### src/rtl/rtc_seq_pkg.sv
package rtc_seq_pkg;
  localparam int KEY_BITS = 64;
  localparam logic [31:0] KEY_WORD = 32'h5CA3_3AC5;

  function automatic logic [KEY_BITS-1:0] unlock_key();
    logic [KEY_BITS-1:0] k;
    for (int i = 0; i < KEY_BITS; i++) k[i] = KEY_WORD[i % 32];
    return k;
  endfunction

  typedef enum logic [1:0] {
    MATCH_IDLE   = 2'd0,
    MATCH_ARMED  = 2'd1,
    MATCH_FROZEN = 2'd2
  } match_st_e;
endpackage

### src/rtl/rtc_key_match.sv
module rtc_key_match
  import rtc_seq_pkg::*;
#(
  parameter int                  NBITS = 64,
  parameter logic [NBITS-1:0]    KEY   = '0
) (
  input  logic                      clk_i,
  input  logic                      rst_ni,
  input  logic                      rd_i,
  input  logic                      wr_i,
  input  logic                      d0_i,
  output logic                      unlock_o,
  output logic [$clog2(NBITS)-1:0]  ptr_o,
  output logic                      frozen_o
);
  localparam int PW = $clog2(NBITS);
  localparam logic [PW-1:0] LAST = PW'(NBITS - 1);

  match_st_e     st_q;
  logic [PW-1:0] ptr_q;
  logic          hit;

  assign hit      = (d0_i == KEY[ptr_q]);
  assign unlock_o = wr_i && (st_q == MATCH_ARMED) && hit && (ptr_q == LAST);
  assign ptr_o    = ptr_q;
  assign frozen_o = (st_q == MATCH_FROZEN);

  always_ff @(posedge clk_i or negedge rst_ni) begin
    if (!rst_ni) begin
      st_q  <= MATCH_IDLE;
      ptr_q <= '0;
    end else if (rd_i) begin
      st_q  <= MATCH_ARMED;
      ptr_q <= '0;
    end else if (wr_i && st_q == MATCH_ARMED) begin
      if (!hit) begin
        st_q <= MATCH_FROZEN;
      end else if (ptr_q == LAST) begin
        st_q  <= MATCH_IDLE;
        ptr_q <= '0;
      end else begin
        ptr_q <= ptr_q + 1'b1;
      end
    end
  end
endmodule

### src/rtl/rtc_xfer_ctrl.sv
module rtc_xfer_ctrl #(
  parameter int XFER_BITS = 64,
  parameter int REG_W     = 8
) (
  input  logic                          clk_i,
  input  logic                          rst_ni,
  input  logic                          start_i,
  input  logic                          abort_i,
  input  logic                          rd_i,
  input  logic                          wr_i,
  input  logic                          d0_i,
  output logic                          busy_o,
  output logic [$clog2(XFER_BITS)-1:0]  idx_o,
  output logic                          commit_o,
  output logic [REG_W-1:0]              commit_data_o
);
  localparam int IW = $clog2(XFER_BITS);
  localparam int BW = $clog2(REG_W);
  localparam logic [IW-1:0] LAST = IW'(XFER_BITS - 1);

  logic             busy_q;
  logic [IW-1:0]    cnt_q;
  logic [REG_W-1:0] sh_q;
  logic             grp_ok_q;
  logic             step, grp_first, grp_last, grp_ok_now;

  assign step       = busy_q && (rd_i || wr_i) && !abort_i;
  assign grp_first  = (cnt_q[BW-1:0] == '0);
  assign grp_last   = (cnt_q[BW-1:0] == '1);
  assign grp_ok_now = grp_first ? 1'b1 : grp_ok_q;

  assign commit_o      = step && wr_i && grp_last && grp_ok_now;
  assign commit_data_o = {d0_i, sh_q[REG_W-1:1]};
  assign busy_o        = busy_q;
  assign idx_o         = cnt_q;

  always_ff @(posedge clk_i or negedge rst_ni) begin
    if (!rst_ni) begin
      busy_q   <= 1'b0;
      cnt_q    <= '0;
      sh_q     <= '0;
      grp_ok_q <= 1'b1;
    end else if (abort_i) begin
      busy_q <= 1'b0;
      cnt_q  <= '0;
    end else if (start_i) begin
      busy_q   <= 1'b1;
      cnt_q    <= '0;
      grp_ok_q <= 1'b1;
    end else if (step) begin
      cnt_q    <= cnt_q + 1'b1;
      grp_ok_q <= grp_last ? 1'b1 : (grp_ok_now && wr_i);
      if (wr_i) sh_q <= {d0_i, sh_q[REG_W-1:1]};
      if (cnt_q == LAST) busy_q <= 1'b0;
    end
  end
endmodule

### src/rtl/rtc_regfile.sv
module rtc_regfile #(
  parameter int               NUM_REGS = 8,
  parameter int               REG_W    = 8,
  parameter int               RST_REG  = 4,
  parameter int               RST_BIT  = 4,
  parameter logic [REG_W-1:0] RST_VAL  = 8'h30
) (
  input  logic                                 clk_i,
  input  logic                                 rst_ni,
  input  logic                                 commit_i,
  input  logic [$clog2(NUM_REGS*REG_W)-1:0]    idx_i,
  input  logic [REG_W-1:0]                     commit_data_i,
  input  logic                                 snap_i,
  output logic                                 snap_bit_o,
  output logic                                 rst_en_o
);
  localparam int IW = $clog2(NUM_REGS * REG_W);
  localparam int BW = $clog2(REG_W);

  logic [REG_W-1:0] regs_q [NUM_REGS];
  logic [REG_W-1:0] snap_q [NUM_REGS];

  for (genvar k = 0; k < NUM_REGS; k++) begin : g_reg
    localparam logic [REG_W-1:0] INIT = (k == RST_REG) ? RST_VAL : '0;
    always_ff @(posedge clk_i or negedge rst_ni) begin
      if (!rst_ni) begin
        regs_q[k] <= INIT;
        snap_q[k] <= '0;
      end else begin
        if (commit_i && (idx_i[IW-1:BW] == (IW-BW)'(k))) regs_q[k] <= commit_data_i;
        if (snap_i) snap_q[k] <= regs_q[k];
      end
    end
  end

  assign snap_bit_o = snap_q[idx_i[IW-1:BW]][idx_i[BW-1:0]];
  assign rst_en_o   = ~regs_q[RST_REG][RST_BIT];
endmodule

### src/rtl/rtc_unlock_seq.sv
module rtc_unlock_seq
  import rtc_seq_pkg::*;
#(
  parameter int               NUM_REGS = 8,
  parameter int               REG_W    = 8,
  parameter int               RST_REG  = 4,
  parameter int               RST_BIT  = 4,
  parameter logic [REG_W-1:0] RST_VAL  = 8'h30
) (
  input  logic clk_i,
  input  logic rst_ni,
  input  logic cyc_i,
  input  logic we_i,
  input  logic d0_i,
  input  logic rst_pin_ni,
  input  logic pwr_fail_i,
  output logic mem_en_o,
  output logic rd_bit_o
);
  localparam int XFER_BITS = NUM_REGS * REG_W;
  localparam int IW        = $clog2(XFER_BITS);
  localparam int PW        = $clog2(KEY_BITS);

  logic             cyc_ok, rd_cyc, wr_cyc;
  logic             unlock, xfer_busy, key_frozen, abort;
  logic [PW-1:0]    key_ptr;
  logic [IW-1:0]    xfer_idx;
  logic             commit, snap_bit, pin_en;
  logic [REG_W-1:0] commit_data;

  assign cyc_ok = cyc_i && !pwr_fail_i;
  assign rd_cyc = cyc_ok && !we_i;
  assign wr_cyc = cyc_ok && we_i;
  assign abort  = xfer_busy && !pwr_fail_i && !rst_pin_ni && pin_en;

  rtc_key_match #(.NBITS(KEY_BITS), .KEY(unlock_key())) u_match (
    .clk_i    (clk_i),
    .rst_ni   (rst_ni),
    .rd_i     (rd_cyc && !xfer_busy),
    .wr_i     (wr_cyc && !xfer_busy),
    .d0_i     (d0_i),
    .unlock_o (unlock),
    .ptr_o    (key_ptr),
    .frozen_o (key_frozen)
  );

  rtc_xfer_ctrl #(.XFER_BITS(XFER_BITS), .REG_W(REG_W)) u_xfer (
    .clk_i         (clk_i),
    .rst_ni        (rst_ni),
    .start_i       (unlock),
    .abort_i       (abort),
    .rd_i          (rd_cyc),
    .wr_i          (wr_cyc),
    .d0_i          (d0_i),
    .busy_o        (xfer_busy),
    .idx_o         (xfer_idx),
    .commit_o      (commit),
    .commit_data_o (commit_data)
  );

  rtc_regfile #(
    .NUM_REGS(NUM_REGS), .REG_W(REG_W), .RST_REG(RST_REG),
    .RST_BIT(RST_BIT), .RST_VAL(RST_VAL)
  ) u_regs (
    .clk_i         (clk_i),
    .rst_ni        (rst_ni),
    .commit_i      (commit),
    .idx_i         (xfer_idx),
    .commit_data_i (commit_data),
    .snap_i        (unlock),
    .snap_bit_o    (snap_bit),
    .rst_en_o      (pin_en)
  );

  assign mem_en_o = cyc_ok && !xfer_busy;
  assign rd_bit_o = rd_cyc && xfer_busy && snap_bit;
endmodule

### config.mk
export PLATFORM = sky130hd
export DESIGN_NAME = rtc_unlock_seq
export DESIGN_NICKNAME = d
export VERILOG_FILES = /design/src/rtl/rtc_seq_pkg.sv /design/src/rtl/rtc_key_match.sv /design/src/rtl/rtc_xfer_ctrl.sv /design/src/rtl/rtc_regfile.sv /design/src/rtl/rtc_unlock_seq.sv
export SDC_FILE = /design/constraint.sdc
export NUM_CORES = 1
export LEC_CHECK = 0
export ABC_AREA = 1
export ABC_CLOCK_PERIOD_IN_PS = 2100
export BUFFER_PORTS_ARGS = -buffer_cell sky130_fd_sc_hd__buf_2
export CORE_MARGIN = 8
export CORE_UTILIZATION = 43
export DETAILED_ROUTE_END_ITERATION = 6
export PLACE_DENSITY = 0.63
export SLEW_MARGIN = 20
export SYNTH_ARGS = -nofsm -noshare
export SYNTH_HDL_FRONTEND = slang
export SYNTH_SLANG_ARGS = --single-unit
export TNS_END_PERCENT = 30
### constraint.sdc
create_clock -name clk_i -period 2.1 [get_ports clk_i]
set_clock_uncertainty 0.1 [all_clocks]
set_input_delay 0.315 -clock clk_i [delete_from_list [all_inputs] [get_ports clk_i]]
set_output_delay 0.315 -clock clk_i [all_outputs]
set_load 0.02 [all_outputs]
# After elaboration in Yosys (flattened, before gate mapping)
# Memory sizes are Yosys's and may differ from the RTL's.
# Cells that the tools add are included.
[word_totals]
word_cells = 116
n_memories = 1
input_bits = 7
out_inout_bits = 2
register_bits = 152
rom_bits = 64
[op_classes]
add_sub_neg = 2
n_reduce_logical = 46
eq_ne = 13
order_cmp = 3
mux = 25
bitwise = 4
[memory_table]
columns = ["memory", "words", "word_bits", "read_ports", "rd_clocked_by_memory_dff", "write_ports", "line", "rtl"]
rows = [
  ["(no name shown)", 64, 1, 1, 0, 0, "rtc_key_match.sv:23", "assign hit = (d0_i == KEY[ptr_q]);"],
]
[ops]
columns = ["op", "n"]
rows = [
  ["$mux W6", 7],
  ["$logic_and A1 B1 Y1", 28],
  ["$bmux W8 S3", 1],
  ["$mux W8", 2],
  ["$eq A3 B3 Y1 const B", 5],
  ["$add A6 B1 Y6 const B", 2],
  ["$eq A6 B6 Y1 const B", 2],
  ["$mux W1", 10],
  ["$mux W2", 4],
  ["$reduce_and A2 Y1", 4],
  ["$lt A6 B7 Y1 const B", 1],
  ["$eq A3 B2 Y1 const B", 2],
  ["$logic_not A3 Y1", 2],
  ["$reduce_bool A2 Y1", 3],
  ["$reduce_bool A3 Y1", 2],
  ["$logic_not A1 Y1", 5],
  ["$ge A4 B4 Y1 const B", 1],
  ["$lt A3 B4 Y1 const B", 1],
  ["$not A3 Y4", 1],
  ["$reduce_and A4 Y1", 1],
  ["$bmux W1 S3", 1],
  ["$eq A3 B1 Y1 const B", 1],
  ["$ne A3 B2 Y1 const B", 1],
  ["$not A1 Y1", 3],
  ["other kinds (3)", 3],
]

# Logic depth before layout (Yosys ltp)
# Gate-level depths: netlist (run 1).
[logic_depth]
ltp_word = 10
mapped_depth = 12
ltp_nobuf = 11

# Cells and area by module
# A second synthesis (run 1) with hierarchy kept.
[unflattened]
cells_unflattened = 757
hier_area_um2 = 6822.8
[modules_own_cells]
columns = ["module", "instances", "seq_area_each_um2", "cells_per_inst", "area_per_inst_um2"]
rows = [
  ["rtc_regfile", 1, 3205.6, 560, 5342.6],
  ["rtc_xfer_ctrl", 1, 376.6, 94, 789.5],
  ["rtc_key_match", 1, 200.2, 89, 624.3],
  ["rtc_unlock_seq", 1, 0.0, 14, 66.3],
]

# Least setup slack after synthesis (run 1)
# No wires, ideal clock.
[synth_path]
kind = "register to output"
from = "register u_xfer.cnt_q[3] (netlist: u_xfer.idx_o[3])"
to = "output port rd_bit_o"
path_slack_ns = 0.111
required_time_ns = 1.685
n_path_buf = 2
arrival_time_ns = 1.574
stages_incl_launch_ff = 10
cell_sequence = "dfrtp_1 buf_2 buf_2 o21ai_0 nand2_1 nand3_1 nand3_1 nand3_1 nand3_1 a21oi_1"
[synth_between]
elab_chain_len = 7
[synth_lines]
columns = ["element", "line", "rtl"]
rows = [
  ["from (decl)", "rtc_xfer_ctrl.sv:22", "logic [IW-1:0] cnt_q;"],
  ["from (signal assigned)", "rtc_xfer_ctrl.sv:51", "cnt_q <= cnt_q + 1'b1;"],
  ["$not A3 Y4 (not written as such)", "rtc_regfile.sv:36", "assign snap_bit_o = snap_q[idx_i[IW-1:BW]][idx_i[BW-1:0]];"],
  ["$bmux W8 S3", "rtc_regfile.sv:36", ""],
  ["$mux W8 (not written as such) (2 in series)", "rtc_regfile.sv:36", ""],
  ["$bmux W1 S3", "rtc_regfile.sv:36", ""],
  ["$mux W1 (not written as such)", "rtc_regfile.sv:36", ""],
  ["$logic_and A1 B1 Y1", "rtc_unlock_seq.sv:76", "assign rd_bit_o = rd_cyc && xfer_busy && snap_bit;"],
  ["to (decl)", "rtc_unlock_seq.sv:18", "output logic rd_bit_o"],
]
# No other way between the ends. The select of a mux whose other input is x is not followed.

# Worst setup path after layout (run 1)
# Ends and elaborated chain as after synthesis.

==> results.toml, run 1 <==
[status]
outcome = "complete, but fails checks"
violations = "setup timing"

[timing]
tightest_slew_ns = 0.440
max_freq_mhz = 409
setup_viol = 1
period_needed_ns = 2.44
slew_viol_final = 0
rsz0062_at_grt = "true"
fin_ws_ns = -0.345
hold_viol_final = 0
post-route-period-util_pct = 116
maxSlewHeadroom_pct = 70.7

[final_layout]
n_antenna_cell = 0
multi_input_area_um2 = 2690
fillers = 1500
drive_above_1_share_pct = 19.4
regArea_um2 = 3780
fin_nets = 834
syn2layout_area_growth_pct = 16.7
fin_cells = 1052
stdcell_area_um2 = 8020

[floorplanning]
die_h_um = 142
initial_core_util_pct = 43.6
core_area_um2 = 15800
fp-row-count = 46
die_area_um2 = 20300
die_w_um = 142
num_io_pins = 9

[routing]
drtPass1Iterations = 5
drtAntennaViolNets = 0
via_per_inst = 4.87
routed_wl_um = 15600
drt_iter0_drc = 466
vias = 5122
drc = 0
wl_per_cell_um = 14.9

[placement]
place_congestion = 0.880
dp_cells = 1018
io_buffers = 8
place_area_um2 = 7320
place_ws_ns = -0.118
hpwl_um = 10700

[clock_network]
cts.sinks = 151
path_clk_slew_ns = 0.06
root_buffer = "clkbuf_16"
cts_tree = "built"
cts_buffers = 17
clkLatencyLatePin_ns = 0.42
h-tree-depth = 4
clock_path_buffers = 2

[synth]
synth.area.top_cells = "dfrtp_1 54%, nand2_1 16%, o21ai_1 4.9%"
async_flop_share_pct = 100
synth_edf_count = 0
netlist_instances = 795
ys_seq_elements = 151
synth_nets = 806
seq_area_frac_synth_pct = 55.0
netlist.area_leader.share_pct = 53.9
synth_top_cell_by_area = "dfrtp_1"
yosysWarnings = 0
synth_cell_type_count = 35
synth_area_um2 = 6880
ys.flop_type = "dfrtp_1"
avgSynthCellArea_um2 = 8.65

[global_routing]
antenna_found_initial = 0
overflow = 0
track_usage_pct = 16.7
grt_max_degree = 63
grt_pass1_wl_um = 26400
first_global_vias = 4988

[power]
total_leakage_power_uw = 0.00389
p_total_uw = 6330
irDropWorstVdd_mv = 0.497
p_per_area_nw_per_um2 = 789

[critical_path]
worst-path-max-fanout = 7
crit_type = "reg -> out"
crit_path_end_kind = "primary output"
arrival_ns = 2.03
worstPathRequired_ns = 1.68
startpoint_type = "flip-flop"

[min_path]
worst_hold_path_type = "in -> reg"

[flow_run]
drv_cap = 0
==> state kept, by name (all words and copies together), names as in the netlist <==
register	count
u_regs.regs_q	64
u_xfer.idx_o	6
u_xfer.sh_q	7
u_xfer.busy_o	1
u_xfer.grp_ok_q	1
u_regs.snap_q	64
u_match.st_q	2
u_match.ptr_o	6
==> per-layer routing <==
layer | part of all wire (%) | routed length (um) | GRT usage (%)
met5 | 0 | 0 | 0
met1 | 47 | 7410 | 22.1
met4 | 1.7 | 271 | 5.54
met2 | 48 | 7460 | 26.9
met3 | 3.2 | 495 | 3.46
==> per-stage QoR <==
stage          utilization [%]  hold slack (ns)  TNS [ns]
6_report                  50.9            0.270    -0.345
2_1_floorplan                -          -0.0806         0
3_3_place_gp              46.4            0.162   -0.0847
4_1_cts                   50.6            0.245    -0.300
5_1_grt                   50.9            0.275    -0.703
3_5_place_dp              46.4            0.160    -0.118
==> worst paths after layout <==
check                               endpoint  slack [ns]  depth (start not counted)               from
max reg2reg                u_regs.regs_q[22]        0.09                         10  u_regs.regs_q[28]
min in group asynchronous   u_match.ptr_o[3]        0.28                          2             rst_ni
max in group asynchronous    u_xfer.grp_ok_q        0.94                          3             rst_ni
max                                 rd_bit_o       -0.34                         14    u_xfer.idx_o[3]
min reg2reg                u_regs.snap_q[30]        0.36                          2  u_regs.regs_q[30]
min                          u_xfer.grp_ok_q        0.27                          5               we_i
==> placed cells by master, fill, tap and decap left out, drive strengths merged <==
master / synthesis / routed
nand2: 312 / 312
dfrtp: 148 / 148
o21ai: 118 / 118
inv: 62 / 61
nand3: 45 / 45
buf: 29 / 42
nor2: 41 / 41
clkbuf: 5 / 24
a21oi: 10 / 10
clkinv: 1 / 5
ha: 4 / 4
xor2: 4 / 4
nor3: 3 / 3
bufinv: 0 / 3
dfstp: 3 / 3
nand4: 3 / 3
clkinvlp: 0 / 2
nand3b: 1 / 1
xnor2: 1 / 1
nor4: 1 / 1
o21a: 1 / 1
o211ai: 1 / 1
nor3b: 1 / 1
or2: 1 / 1
dlygate4sd3: 0 / 1
==> cell families (layout without fill, tap and decap cells) <==
logic type | count (synthesis) | count (layout) | synth area share [%]
simple gates | 408 | 408 | 25.5
flops | 151 | 151 | 55.0
compound gates | 130 | 130 | 11.1
buf+inv | 97 | 138 | 6.68
xor+xnor | 5 | 5 | 1.02
fa+ha+maj | 4 | 4 | 0.728
==> layout make-up <==
class	count	area share, %
well taps	216	3.37
clock buffers	24	5.88
flip-flops and latches	151	47.2
clock inverters	8	1.54
inverters	63	3.04
multi-input cells	547	33.6
repair buffers	43	5.46
==> cells in the mapped netlist (3+ instances only) <==
cell type / number
a21oi_1: 10
buf_2: 19
buf_6: 8
clkbuf_1: 5
dfrtp_1: 148
dfstp_2: 3
ha_1: 4
inv_1: 54
inv_2: 8
nand2_1: 287
nand2_2: 25
nand3_1: 39
nand3_2: 5
nor2_1: 37
nor3_1: 3
o21ai_0: 22
o21ai_1: 68
o21ai_2: 28
xor2_1: 3
==> power by group <==
part | internal, uW | total (uW) | switching [uW] | leakage, uW
clock | 1930 | 3060 | 1130 | 0.000284
combinational | 99.4 | 275 | 176 | 0.00167
sequential | 2960 | 3000 | 40.3 | 0.00194
==> critical path: stages (launching register included) <==
cell and delay, ns:
dfrtp_2 0.47, inv_4 0.10, buf_6 0.12, buf_4 0.10
nand2_1 0.04, nand2_1 0.07, nand2_1 0.05, nand3_1 0.06
nand3_1 0.06, nand2_1 0.07, nand2_1 0.06, nand2_2 0.06
inv_2 0.04, a21oi_2 0.14, buf_4 0.16
==> timing repair <==
item                                   4_1_cts  5_1_grt
pin swaps                                    1        7
resized for setup                           24       10
hold buffers                                 1        0
cloned                                       0        0
endpoints found under the hold margin       39        0
setup buffers                                0        1
setup endpoints to repair                    2       25
Note: power is estimated with default switching activity, not from simulation.
==> run 2, diff against run 1 <==
Settings changed: ABC_AREA 1 to unset.
==> run 2 against run 1 <==
The flow still finishes with violations (setup timing). Combinational power increased by 7%. Register-to-register slack got worse by 0.29 ns. Sequential power decreased by 1%. Sequential share of layout area decreased by 3.9 points. Non-clock buffer count increased by 55. Critical path depth decreased by 7. Cell count decreased by 27%. Die area decreased by 1.2%. Synthesized cell count decreased by 43%. Global-route usage decreased by 0.55 points. Flip-flop and latch count unchanged. Maximum frequency decreased by 8.4%. Largest cell class unchanged.
==> results.toml, run 2 <==
[global_routing]
overflow = 0
antenna_found_initial = 0
grt_max_degree = 63
first_global_vias = 4400
grt_pass1_wl_um = 24700
track_usage_pct = 16.2

[floorplanning]
core_area_um2 = 15700
die_area_um2 = 20000
initial_core_util_pct = 43.3
die_h_um = 142
die_w_um = 142
num_io_pins = 9
fp-row-count = 46

[flow_run]
drv_cap = 0

[routing]
drt_iter0_drc = 161
routed_wl_um = 15200
vias = 4064
wl_per_cell_um = 19.7
drtAntennaViolNets = 0
drtPass1Iterations = 4
via_per_inst = 5.26
drc = 0

[timing]
post-route-period-util_pct = 127
rsz0062_at_grt = "true"
finalSetupTns_ns = -11.44
fin_ws_ns = -0.568
max_freq_mhz = 375
hold_viol_final = 0
tightest_slew_ns = 0.638
slew_viol_final = 0
maxSlewHeadroom_pct = 57.5
period_needed_ns = 2.67
hold_ws_ns = 0.249
setup_viol = 119

[clock_network]
root_buffer = "clkbuf_16"
clkLatencyLatePin_ns = 0.42
h-tree-depth = 4
cts_buffers = 17
path_clk_slew_ns = 0.06
clock_path_buffers = 2
cts_tree = "built"
cts.sinks = 151

[critical_path]
crit_type = "reg -> out"
crit_path_end_kind = "primary output"
startpoint_type = "flip-flop"
worstPathRequired_ns = 1.68
cp_common_cell = "buf_6"
cpPeakStageDelay_ns = 0.50
crit_chain = "buf_6 -> mux4_2 -> a2111oi_2 -> a31oi_1 -> nand4_1 -> o21ai_2 -> buf_6"
arrival_ns = 2.25
cp_slowest_cell = "mux4_2"
worst-path-max-fanout = 4

[power]
pwr-share-clk_pct = 49.8
p_comb_share_pct = 4.5
p_per_area_nw_per_um2 = 740
irDropWorstVdd_mv = 0.571
p_seq_share_pct = 45.7
p_int_uw = 5120
total_leakage_power_uw = 0.00417
switching_power_uw = 1360
sw_frac_of_total_pct = 21.0

[synth]
synth_nets = 465
async_flop_share_pct = 100
avgSynthCellArea_um2 = 14.9
netlist.area_leader.share_pct = 54.6
netlist_instances = 454
yosysMostFrequentCell = "dfrtp_1"
synth_cell_type_count = 55
ys.flop_type = "dfrtp_1"
ys_seq_elements = 151
synth_edf_count = 0
synth_top_cell_by_area = "dfrtp_1"
seq_area_frac_synth_pct = 55.8
yosysWarnings = 0
synthTopCellsByCount = "148 x dfrtp_1, 112 x mux2_2, 27 x mux2_4"
synth_area_um2 = 6780
synth.area.top_cells = "dfrtp_1 55%, mux2_2 19%, mux2_4 6.0%"

[min_path]
worst_hold_path_type = "in -> reg"

[placement]
io_buffers = 8
place_ws_ns = -0.275
dp_cells = 726
place_congestion = 0.789
hpwl_um = 10000

[status]
violations = "setup timing"
outcome = "complete, but fails checks"

[final_layout]
syn2layout_area_growth_pct = 29.1
final_util_pct = 55.9
n_antenna_cell = 0
layout_commonest_cell = "dfrtp_1"
top_regs = "u_regs.regs_q: 64 flops, u_regs.snap_q: 64 flops, u_xfer.sh_q: 7 flops"
final_cell_mix = "144 x dfrtp_1, 77 x mux2_2, 62 x mux2_4, 61 x buf_4, 18 x clkbuf_16"
fin_cells = 773
fin_nets = 556
drive_above_1_share_pct = 58.3
==> run 2: logic make-up (layout without fill, tap and decap cells) <==
kind of cell               count (synthesis)  in the layout  synth area share [%]
adders and majority gates                  4              4                 0.738
AOI/OAI and AO/OA                         28             28                  2.95
buffers and inverters                     30            133                  2.84
xor gates and xnor gates                   5              5                 0.646
DFF                                      151            151                  55.8
muxes                                    163            163                  30.5
and+or+nand+nor                           73             73                  6.51
==> run 2: worst paths after layout <==
check | slack [ns] | depth (start not counted) | end | from
worst min register to register | 0.38 | 1 | u_match.st_q[0] | u_match.st_q[0]
worst max register to register | -0.20 | 6 | u_regs.snap_q[44] | u_match.ptr_o[2]
max in group asynchronous | 0.93 | 3 | u_match.ptr_o[2] | rst_ni
min in group asynchronous | 0.35 | 2 | u_regs.snap_q[29] | rst_ni
worst max-delay path | -0.57 | 7 | rd_bit_o | u_xfer.idx_o[3]
worst min-delay path | 0.25 | 3 | u_regs.regs_q[15] | d0_i
==> run 2: layout make-up <==
class | instances | area, um^2
timing repair buffer | 98 | 990
inverter | 4 | 20.0
tap | 216 | 270
clock buffer | 20 | 457
fill | 1277 | 6900
sequential | 151 | 3790
multi-input combinational | 273 | 3060
clock inverter | 11 | 171
==> run 2: critical path, delay by kind of cell, from the launching register on <==
kind,cells,cell delay (ns)
flip-flops,1,0.42
buffers and inverters,2,0.27
AO/OA/AOI/OAI,3,0.54
multiplexers,1,0.50
AND/OR/NAND/NOR,1,0.09
==> run 2: power groups by stage <==
stage / Sequential [uW] / Clock [uW] / Combinational, uW
final: 2960 / 3230 / 294
after global routing: 2960 / 3400 / 334
after CTS: 2960 / 3280 / 272
after detailed placement: 3010 / 0 / 266
after global placement: 3010 / 0 / 257
after floorplan: 3010 / 0 / 110
==> run 2: what timing repair did <==
item | in CTS | in global routing
gates cloned | 2 | 1
setup buffers | 7 | 6
hold buffers | 1 | 0
gates resized for setup | 42 | 43
setup endpoints to repair | 126 | 137
pin swaps | 11 | 4
endpoints found under the hold margin | 56 | 0
==> run 2: routing by layer <==
| metal | track usage (%) | share of wire [%] |
|---|---|---|
| met1 | 21.0 | 47 |
| met2 | 26.0 | 48 |
| met3 | 3.39 | 2.3 |
| met4 | 6.61 | 2.6 |
| met5 | 0 | 0 |
==> run 2: through the flow <==
step                total power [uW]  cell area [um^2]
global placement                3270              7640
finish                          6480              8760
CTS                             6510              8550
detailed placement              3280              7640
floorplan                       3120              6830
global route                    6700              8760
==> run 3, diff against run 2 <==
Settings changed: MAX_ROUTING_LAYER set to met4.
==> run 3 against run 2 <==
The flow still finishes with violations (setup timing). Global-route usage grew 0.45 points. Die area unchanged. Cell count decreased by 0.26%. Worst setup slack better by 0.0034 ns. Via count decreased by 0.52%. Flip-flop and latch count stayed put. Utilization decreased by 0.41 points. First-iteration DRC count increased by 27%. Hold slack improved by 0.0012 ns. Critical path type unchanged. Largest power group unchanged. Highest routed layer unchanged.
==> results.toml, run 3 (synthesis results as in run 2) <==
[clock_network]
root_buffer = "clkbuf_16"
cts.sinks = 151
h-tree-depth = 4
path_clk_slew_ns = 0.06
clock_path_buffers = 2
cts_tree = "built"
cts_buffers = 17
clkLatencyLatePin_ns = 0.42

[timing]
finalSetupTns_ns = -10.10
max_freq_mhz = 375
tightest_slew_ns = 0.640
post-route-period-util_pct = 127
setup_viol = 116
hold_viol_final = 0
maxSlewHeadroom_pct = 57.3
hold_ws_ns = 0.250
slew_viol_final = 0
period_needed_ns = 2.66
fin_ws_ns = -0.565
rsz0062_at_grt = "true"

[critical_path]
worst-path-max-fanout = 8
arrival_ns = 2.25
crit_path_end_kind = "primary output"
worstPathRequired_ns = 1.68
crit_type = "reg -> out"
startpoint_type = "flip-flop"

[final_layout]
fin_nets = 554
fin_cells = 771
top_regs = "u_regs.regs_q: 64 flops, u_regs.snap_q: 64 flops, u_xfer.sh_q: 7 flops"
drive_above_1_share_pct = 57.8
n_antenna_cell = 0
layout_commonest_cell = "dfrtp_1"
final_util_pct = 55.5
final_cell_mix = "144 x dfrtp_1, 84 x mux2_2, 59 x buf_4, 55 x mux2_4, 18 x clkbuf_16"
syn2layout_area_growth_pct = 28.2
stdcell_area_um2 = 8690

[floorplanning]
initial_core_util_pct = 43.3
die_area_um2 = 20000
fp-row-count = 46
core_area_um2 = 15700
num_io_pins = 9
die_w_um = 142
die_h_um = 142

[power]
irDropWorstVdd_mv = 0.569
p_int_uw = 5100
switching_power_uw = 1350
total_leakage_power_uw = 0.00414
pwr-share-clk_pct = 49.9
p_per_area_nw_per_um2 = 743
p_seq_share_pct = 45.8
sw_frac_of_total_pct = 20.9
p_comb_share_pct = 4.3

[global_routing]
antenna_found_initial = 0
grt_pass1_wl_um = 24700
track_usage_pct = 16.6
grt_max_degree = 63
overflow = 0
first_global_vias = 4408

[min_path]
worst_hold_path_type = "in -> reg"

[routing]
via_per_inst = 5.24
wl_met2_um = 7300
vias = 4043
drtAntennaViolNets = 0
dr_wl_met3_um = 389
drt_iter0_drc = 204
top_layer = "met4"
drtPass1Iterations = 5
wl_per_cell_um = 19.7
routed_wl_um = 15200
wl_met1_um = 7070
drc = 0

[status]
outcome = "complete, but fails checks"
violations = "setup timing"

[placement]
hpwl_um = 10000
place_congestion = 0.800
io_buffers = 8
dp_cells = 726
place_area_um2 = 7640

[flow_run]
drv_cap = 0
## run 3: cell count changes in the layout (fill, tap and decap cells not counted), sizes merged
cell | before | now
buf | 96 | 94
## run 3: power groups by stage
stage | Sequential, uW | Clock [uW] | Combinational [uW]
after floorplan | 3010 | 0 | 110
after global placement | 3010 | 0 | 257
after detailed placement | 3010 | 0 | 266
after CTS | 2960 | 3280 | 272
after global routing | 2960 | 3400 | 312
final | 2960 | 3220 | 274
## run 3: per-layer routing
layer	up-vias	track usage, %
met5	-	-
li1	1831	-
met2	72	25.9
met1	2109	21.0
met4	0	6.61
met3	31	3.39
## run 3: layout make-up
cell class / instances / area [um^2]
fill: 1283 / 6960
sequential: 151 / 3790
multi-input combinational: 273 / 3010
timing repair buffer: 96 / 975
clock buffer: 20 / 457
tap: 216 / 270
clock inverter: 11 / 171
inverter: 4 / 20.0
## run 3: final timing paths
kind | from | slack (ns) | endpoint | depth (start not counted)
max | u_xfer.idx_o[3] | -0.56 | rd_bit_o | 8
min | d0_i | 0.25 | u_regs.regs_q[15] | 3
max reg2reg | u_match.ptr_o[2] | -0.17 | u_regs.snap_q[44] | 6
min reg2reg | u_match.st_q[0] | 0.38 | u_match.st_q[0] | 1
max in group asynchronous | rst_ni | 0.93 | u_match.ptr_o[1] | 3
min in group asynchronous | rst_ni | 0.35 | u_regs.snap_q[29] | 2
## run 3: critical path, stage by stage, from the launching register on
cell	delay, ns
dfrtp_2	0.45
buf_8	0.16
buf_4	0.17
nand2b_1	0.12
o22ai_1	0.10
a221oi_1	0.32
o311ai_1	0.15
o21ai_2	0.21
buf_6	0.14
## run 3: per-stage QoR
stage	power [uW]	setup slack, ns
after CTS	6510	-0.591
after detailed placement	3280	-0.275
after global routing	6670	-0.687
after floorplan	3120	-0.0877
after global placement	3270	-0.248
final	6460	-0.565
## run 3: what timing repair did
| action | in CTS | in global routing |
|---|---|---|
| endpoints found under the setup margin | 126 | 137 |
| pin swaps | 11 | 3 |
| buffers inserted | 7 | 4 |
| hold endpoints to repair | 56 | 0 |
| hold buffers | 1 | 0 |
| gates resized for setup | 42 | 31 |
| cloned | 2 | 1 |
